==> config.mk <==
export PLATFORM = sky130hd
export DESIGN_NAME = irq_ctrl
export DESIGN_NICKNAME = d
export VERILOG_FILES = /design/src/rtl/irq_ctrl_pkg.sv /design/src/rtl/irq_prio_enc.sv /design/src/rtl/irq_ctrl.sv
export SDC_FILE = /design/constraint.sdc
export NUM_CORES = 1
export LEC_CHECK = 0
export ABC_AREA = 1
export CAP_MARGIN = 5
export CORE_UTILIZATION = 44
export CTS_CLUSTER_DIAMETER = 80
export DETAILED_ROUTE_END_ITERATION = 12
export DONT_BUFFER_PORTS = 1
export HOLD_SLACK_MARGIN = 0.03
export SYNTH_ARGS = -nofsm -noshare
export SYNTH_HDL_FRONTEND = slang
export SYNTH_SLANG_ARGS = --single-unit
==> constraint.sdc <==
create_clock -name clk -period 1.6 [get_ports clk]
set_clock_uncertainty 0.1 [all_clocks]
set_input_delay 0.32 -clock clk [delete_from_list [all_inputs] [get_ports clk]]
set_output_delay 0.32 -clock clk [all_outputs]
set_load 0.005 [all_outputs]
==> src/rtl/irq_ctrl_pkg.sv <==
package irq_ctrl_pkg;
    localparam int NUM_LEVELS = 7;
    localparam int LEVEL_W    = $clog2(NUM_LEVELS);
    localparam int MASK_W     = NUM_LEVELS + 1;
    localparam int GIE_BIT    = NUM_LEVELS;

    typedef logic [NUM_LEVELS-1:0] lvl_vec_t;
    typedef logic [LEVEL_W-1:0]    lvl_num_t;

    typedef struct packed {
        lvl_vec_t            req;
        logic [MASK_W-1:0]   mask;
    } irq_state_t;
endpackage

==> src/rtl/irq_prio_enc.sv <==
module irq_prio_enc
    import irq_ctrl_pkg::*;
(
    input  lvl_vec_t vec,
    output logic     any,
    output lvl_num_t idx
);
    always_comb begin
        any = 1'b0;
        idx = '0;
        for (int i = NUM_LEVELS - 1; i >= 0; i--) begin
            if (vec[i]) begin
                any = 1'b1;
                idx = lvl_num_t'(i);
            end
        end
    end
endmodule

==> src/rtl/irq_ctrl.sv <==
module irq_ctrl
    import irq_ctrl_pkg::*;
(
    input  logic        clk,
    input  logic        rst_n,
    input  logic [6:0]  hw_set,
    input  logic        req_we,
    input  logic [6:0]  req_wdata,
    output logic [6:0]  req_rdata,
    input  logic        mask_we,
    input  logic [7:0]  mask_wdata,
    output logic [7:0]  mask_rdata,
    input  logic        gie_clr,
    input  logic        irq_ack,
    output logic        irq_pending,
    output logic [2:0]  irq_level
);
    irq_state_t st_q, st_d;
    lvl_vec_t   live_req;
    lvl_vec_t   ack_clr;
    logic       any_live;
    lvl_num_t   win_idx;

    assign live_req = st_q.req & st_q.mask[NUM_LEVELS-1:0]
                    & {NUM_LEVELS{st_q.mask[GIE_BIT]}};

    irq_prio_enc u_enc (
        .vec (live_req),
        .any (any_live),
        .idx (win_idx)
    );

    always_comb begin
        ack_clr = '0;
        if (irq_ack && any_live) ack_clr[win_idx] = 1'b1;
    end

    always_comb begin
        st_d = st_q;
        if (req_we) st_d.req = req_wdata;
        else        st_d.req = (st_q.req & ~ack_clr) | hw_set;
        if (mask_we)      st_d.mask = mask_wdata;
        else if (gie_clr) st_d.mask[GIE_BIT] = 1'b0;
    end

    always_ff @(posedge clk) begin
        if (!rst_n) st_q <= '0;
        else        st_q <= st_d;
    end

    assign req_rdata   = st_q.req;
    assign mask_rdata  = st_q.mask;
    assign irq_pending = any_live;
    assign irq_level   = win_idx;

    p_pend_needs_gie_r6: assert property (@(posedge clk) disable iff (!rst_n)
        irq_pending |-> (mask_rdata[7] && (req_rdata & mask_rdata[6:0]) != 0));
    p_winner_valid_r7: assert property (@(posedge clk) disable iff (!rst_n)
        irq_pending |-> (req_rdata[irq_level] && mask_rdata[irq_level]));
    p_sw_write_wins_r4: assert property (@(posedge clk) disable iff (!rst_n)
        req_we |=> req_rdata == $past(req_wdata));
    p_hw_set_r2: assert property (@(posedge clk) disable iff (!rst_n)
        (!req_we && hw_set != 0) |=> (req_rdata & $past(hw_set)) == $past(hw_set));
    p_gie_clear_r9: assert property (@(posedge clk) disable iff (!rst_n)
        (gie_clr && !mask_we) |=> !mask_rdata[7]);
    p_mask_write_r5: assert property (@(posedge clk) disable iff (!rst_n)
        mask_we |=> mask_rdata == $past(mask_wdata));
    p_ack_clears_r8: assert property (@(posedge clk) disable iff (!rst_n)
        (irq_ack && irq_pending && !req_we && hw_set[irq_level] == 1'b0)
        |=> !req_rdata[$past(irq_level)]);
endmodule

# Yosys cells after proc, flatten, opt, wreduce, memory -nomap -nowiden
# Cells that the tools add are included.
# W data, S select, Z words.
op_classes:
  reduce_logical: 3
  bitwise_logic: 5
  order_cmp: 2
  muxes: 20
op_table:
  columns: ["op", "n"]
  rows:
  - ["$and A7 B7 Y7", 3]
  - ["$mux W3", 7]
  - ["$mux W7", 2]
  - ["$mux W1", 10]
  - ["$not A7 Y7", 1]
  - ["$or A7 B7 Y7", 1]
  - ["$lt A3 B4 Y1 const B", 1]
  - ["$demux W1 S3", 1]
  - ["$ge A3 B1 Y1 const B", 1]
  - ["$logic_and A1 B1 Y1", 2]
  - ["$reduce_bool A2 Y1", 1]
word_totals:
  ff_bits: 15
  output_inout_bits: 19
  inputBits: 28
  word_cells: 33

# Depth between registers and ports, before layout
logic_depth:
  word_depth: 18
  depth_mapped: 10
  depth_no_buf: 10

# Cells and area by module
# A second synthesis with hierarchy kept.
unflattened:
  hier_cells: 121
  hier_area_um2: 762.0
by_module_without_submodules:
  columns: ["module", "n_inst", "cells_per_inst", "seq_area_each_um2", "area_per_inst_um2"]
  rows:
  - ["irq_ctrl", 1, 103, 300.3, 670.6]
  - ["irq_prio_enc", 1, 18, 0.0, 91.3]

# Least setup slack after synthesis
# Ideal clock, no wire load.
synth_path:
  path_type: "reg2reg"
  start: "register st_q (netlist bit mask_rdata[7])"
  end: "register st_q (netlist bit req_rdata[1])"
  arrival_ns: 1.174
  path_stages_with_launch: 10
  slack_ns: 0.204
  required_ns: 1.378
  n_path_buf: 0
  cell_sequence: "dfxtp_1 -> inv_2 -> nor2_1 -> nand2_1 -> nand2_1 -> nand2_1 -> a21boi_2 -> nand3_1 -> nand2_1 -> a21oi_2"
synth_rtl:
  columns: ["element", "line_no", "rtl"]
  rows:
  - ["from (decl)", "irq_ctrl.sv:18", "irq_state_t st_q, st_d;"]
  - ["from (signal assigned)", "irq_ctrl.sv:48", "else st_q <= st_d;"]
  - ["$and A7 B7 Y7 *", "irq_ctrl.sv:25", "& {NUM_LEVELS{st_q.mask[GIE_BIT]}};"]
  - ["$mux W3 (5 in a row)", "irq_prio_enc.sv:12", "if (vec[i]) begin"]
  - ["$mux W3 *", "irq_prio_enc.sv:12", null]
  - ["named net irq_level[0]", "irq_ctrl.sv:16", "output logic [2:0] irq_level"]
  - ["$lt A3 B4 Y1 (not written as such) or $ge A3 B1 Y1 (tied branches)", "irq_ctrl.sv:35", "if (irq_ack && any_live) ack_clr[win_idx] = 1'b1;"]
  - ["$logic_and A1 B1 Y1 (not written as such)", "irq_ctrl.sv:35", null]
  - ["$mux W1 (not written as such)", "irq_ctrl.sv:35", null]
  - ["$demux W1 S3 *", "irq_ctrl.sv:35", null]
  - ["$mux W7 *", "irq_ctrl.sv:35", null]
  - ["$not A7 Y7 *", "irq_ctrl.sv:41", "else st_d.req = (st_q.req & ~ack_clr) | hw_set;"]
  - ["$and A7 B7 Y7 *", "irq_ctrl.sv:41", null]
  - ["$or A7 B7 Y7 *", "irq_ctrl.sv:41", null]
  - ["$mux W7 *", "irq_ctrl.sv:40", "if (req_we) st_d.req = req_wdata;"]
# Mark *: on every way through the listed nets, which the timed path passes. The rest lies on a longest branch.
# A chain may end at the register's enable or synchronous reset.

# Worst setup path after layout
layout_path:
  start: "register st_q (netlist bit mask_rdata[7])"
  end: "output irq_level[0]"
layout_via:
  elab_chain_len: 7
layout_lines:
  columns: ["element", "line_no"]
  rows:
  - ["$and A7 B7 Y7 *", "irq_ctrl.sv:25"]
  - ["$mux W3 (5 in a row)", "irq_prio_enc.sv:12"]
  - ["$mux W3 *", "irq_prio_enc.sv:12"]
  - ["to (decl)", "irq_ctrl.sv:16"]
# Mark *: on every way between the ends. The rest lies on a longest branch, timed or not.

==> run_results.csv <==
group,metric,value,unit
setup_path,cp_data_required_time,1180,ps
global_routing,grt_max_degree,16,
clock_tree,numCtsBuffers,3,
clock_tree,cts_root_buf,"clkbuf_4",
timing,rsz0062_at_grt,"true",
power,total_leakage_power,0.4238,nW
timing,maxSlewViolCount,0,
timing,timing.final.ws_setup,-64.35,ps
placed_design,globalplace.congestion,0.7557,
power,seqPwrFrac,0.578,
setup_path,slowest_delay,420,ps
power,clockPowerShare,0.290,
routing,detail_route.wl_per_cell,13.27,µm
final_layout,diodes,0,
power,p_sw,207.2,µW
run_status,status,"finished, violations left",
yosys,syn_inst,116,
setup_path,cpMostUsedCell,"nand2_1",
timing,fin_crit_sh,1.040,
yosys,synth_cell_type_count,19,
final_layout,fin_cells,149,
final_layout,nNetsFinal,154,
yosys,ys_ff_latch,15,
routing,drt-vias-per-instance,5.228,
clock_tree,clkSinkCount,15,
die,coreArea,0.001594,mm²
setup_path,r2r_start,"mask_rdata[7]",
global_routing,grt_pass1_wl,3.174,mm
die,rows,14,
routing,met2_length,954,µm
setup_path,timing.reg2reg.setup_slack,70,ps
global_routing,grt-ovfl-total,0,
run_status,violations,"DRC, setup timing",
setup_path,crit_family,"flip-flops",
power,switching_share,0.2759,
routing,drtIter0Drc,15,
timing,tightest_slew,222.3,ps
clock_tree,clk_pin_slew,80,ps
yosys,syn_area,785.8,µm²
clock_tree,ctsHtreeMaxLevel,1,
timing,final_hold_viol_count,0,
yosys,synth_seq_area_share,0.3822,
final_layout,multi_input_area,480.5,µm²
yosys,ys_warn_count,0,
setup_path,crit_path_cell_trace,"inv_4, nor2_2, nand2_1, nand2_1, nand2_2, a21boi_4",
setup_path,cp_data_arrival_time,1240,ps
yosys,syn_nets,144,
clock_tree,cts_hold_buf,0,
final_layout,area_growth,19.43,%
timing,whs,52.62,ps
setup_path,cp-start-kind,"flop",
setup_path,r2r_cells,8,
routing,route.met3.wl,174,µm
worst_hold_path,hold_depth,2,
power,comb_power_share,0.132,
setup_path,crit_slowest_cell,"dfxtp_4",
timing,finalSetupViolCount,3,
timing,fmax,0.6008,GHz
power,vdd_ir_drop_max,0.6621,mV
yosys,avgSynthCellArea,6.774,µm²
routing,top_layer_used,"met4",
final_layout,drive_above_1_share,0.2880,
die,fp.dieW,44.26,µm
worst_hold_path,hp-start,"rst_n",
die,start_util,0.4929,
power,p_int,543.8,µW
timing,fin_crit,1664,ps
worst_hold_path,hp-class,"in2reg",
final_layout,nFillCells,159,
global_routing,grt.total_usage,0.2204,
power,power,751.0,µW
routing,wl,1.977,mm
global_routing,first_global_vias,741,
power,power_density,800.3,mW/mm²
routing,wl_met1,833,µm
die,die_area,0.001959,mm²
routing,vias,779,
setup_path,crit_path_end_kind,"output port",
placed_design,io_buffers,0,
flow_run,maxCapViolCount,0,
placed_design,post-place-cells,141,
setup_path,reg2reg_to,"req_rdata[1]",
clock_tree,clkLatencyLatePin,280,ps
final_layout,final_cell_area,938.4,µm²
setup_path,crit_type,"reg2out",
final_layout,register_area,309.0,µm²
setup_path,crit_fanout,8,
placed_design,post-place-ws,13.92,ps
setup_path,critical_path_buf_inv_count,1,
placed_design,dpl_cell_area,830.8,µm²
routing,firstDrtPassIters,8,
routing,final_antenna_net_count,0,
clock_tree,tritoncts,"built",
timing,relSlewSlack,0.8502,
clock_tree,clock_path_buffers,2,
routing,drc_errors,4,
die,fp.dieH,44.26,µm
global_routing,grt_antenna_before_repair,0,
placed_design,dp_hpwl,1.490,mm
worst_hold_path,holdPathEnd,"mask_rdata[5]",
die,io_pins,47,
==> metrics by stage <==
stage / utilization / setup TNS [ps]
4_1_cts: 0.5706 / -119.5
3_5_place_dp: 0.5212 / 0
3_3_place_gp: 0.5212 / 0
2_1_floorplan: - / 0
6_report: 0.5887 / -100.7
5_1_grt: 0.5887 / -696.0
==> kinds of logic (layout without fill, tap and decap cells) <==
logic type             Yosys count  after routing  synth area share
buffers and inverters           12             21           0.05732
and+or+nand+nor                 64             64            0.3551
AOI/OAI and AO/OA               25             25            0.2054
DFF                             15             15            0.3822
==> cells in the mapped netlist <==
| cell | instances | area, µm² |
|---|---|---|
| nand2_2 | 2 | 12.51 |
| nor2_1 | 25 | 93.84 |
| nor2_2 | 1 | 6.260 |
| inv_2 | 2 | 7.510 |
| a21boi_2 | 1 | 11.26 |
| nor2_4 | 1 | 11.26 |
| o21ai_0 | 15 | 75.07 |
| a21boi_4 | 1 | 18.77 |
| clkbuf_1 | 1 | 3.750 |
| dfxtp_1 | 15 | 300.3 |
| nand3_1 | 14 | 70.07 |
| nand2_1 | 20 | 75.07 |
| a21oi_2 | 3 | 26.28 |
| a21oi_1 | 4 | 20.02 |
| nand3_2 | 1 | 10.01 |
| inv_1 | 7 | 26.28 |
| clkinv_1 | 1 | 3.750 |
| buf_1 | 1 | 3.750 |
| o211a_1 | 1 | 10.01 |
==> registers in the layout, indices dropped and copies added, names as in the netlist <==
name and cells:
mask_rdata 8, req_rdata 7
==> routing by layer <==
metal / vias up / track usage
li1: 401 / -
met1: 347 / 0.2607
met2: 29 / 0.3676
met3: 2 / 0.09388
met4: 0 / 0.05455
met5: - / 0
==> layout by cell type, fill, tap and decap left out <==
cell type  synthesis  final
nor2_1            25     23
nand2_1           20     17
o21ai_0           15     15
nand3_1           14     11
dfxtp_1           15     10
buf_4              0      7
inv_1              7      6
nand2_2            2      5
nand3_2            1      4
a21oi_1            4      4
dfxtp_2            0      4
a21oi_2            3      3
clkbuf_4           0      3
nor2_4             1      2
inv_2              2      2
nor2_2             1      2
a21boi_4           1      2
inv_4              0      1
clkinv_1           1      1
o211a_1            1      1
clkbuf_1           1      1
dfxtp_4            0      1
==> power by group through the flow <==
| stage | sequential (mW) | clock (mW) | combinational, mW |
|---|---|---|---|
| after detailed placement | 0.439 | 0 | 0.0884 |
| final | 0.434 | 0.217 | 0.0992 |
| after global routing | 0.439 | 0.249 | 0.113 |
| after floorplan | 0.432 | 0 | 0.0718 |
| after CTS | 0.432 | 0.230 | 0.0961 |
| after global placement | 0.439 | 0 | 0.0860 |
==> layout make-up <==
class | instances | share of cell area
tap | 24 | 0.03200
multi-input combinational | 89 | 0.5120
sequential | 15 | 0.3293
timing repair buffer | 7 | 0.05600
inverter | 10 | 0.04267
clock buffer | 4 | 0.02800
==> worst max-delay path by stage <==
stage,start,to,slack [ps],cells past startpoint
final,mask_rdata[7],irq_level[0],-60,6
after global routing,mask_rdata[5],irq_level[0],-180,6
after CTS,mask_rdata[7],irq_level[0],-60,6
after detailed placement,mask_rdata[7],req_rdata[1],10,9
after global placement,mask_rdata[7],req_rdata[1],70,9
after floorplan,mask_rdata[7],req_rdata[1],200,9
==> what timing repair did <==
action	4_1_cts	5_1_grt
resized for setup	11	7
pin swaps	3	2
endpoints found under the setup margin	4	11
buffers inserted	3	1
hold endpoints to repair	0	0
Power figures use the tool's default switching activity.
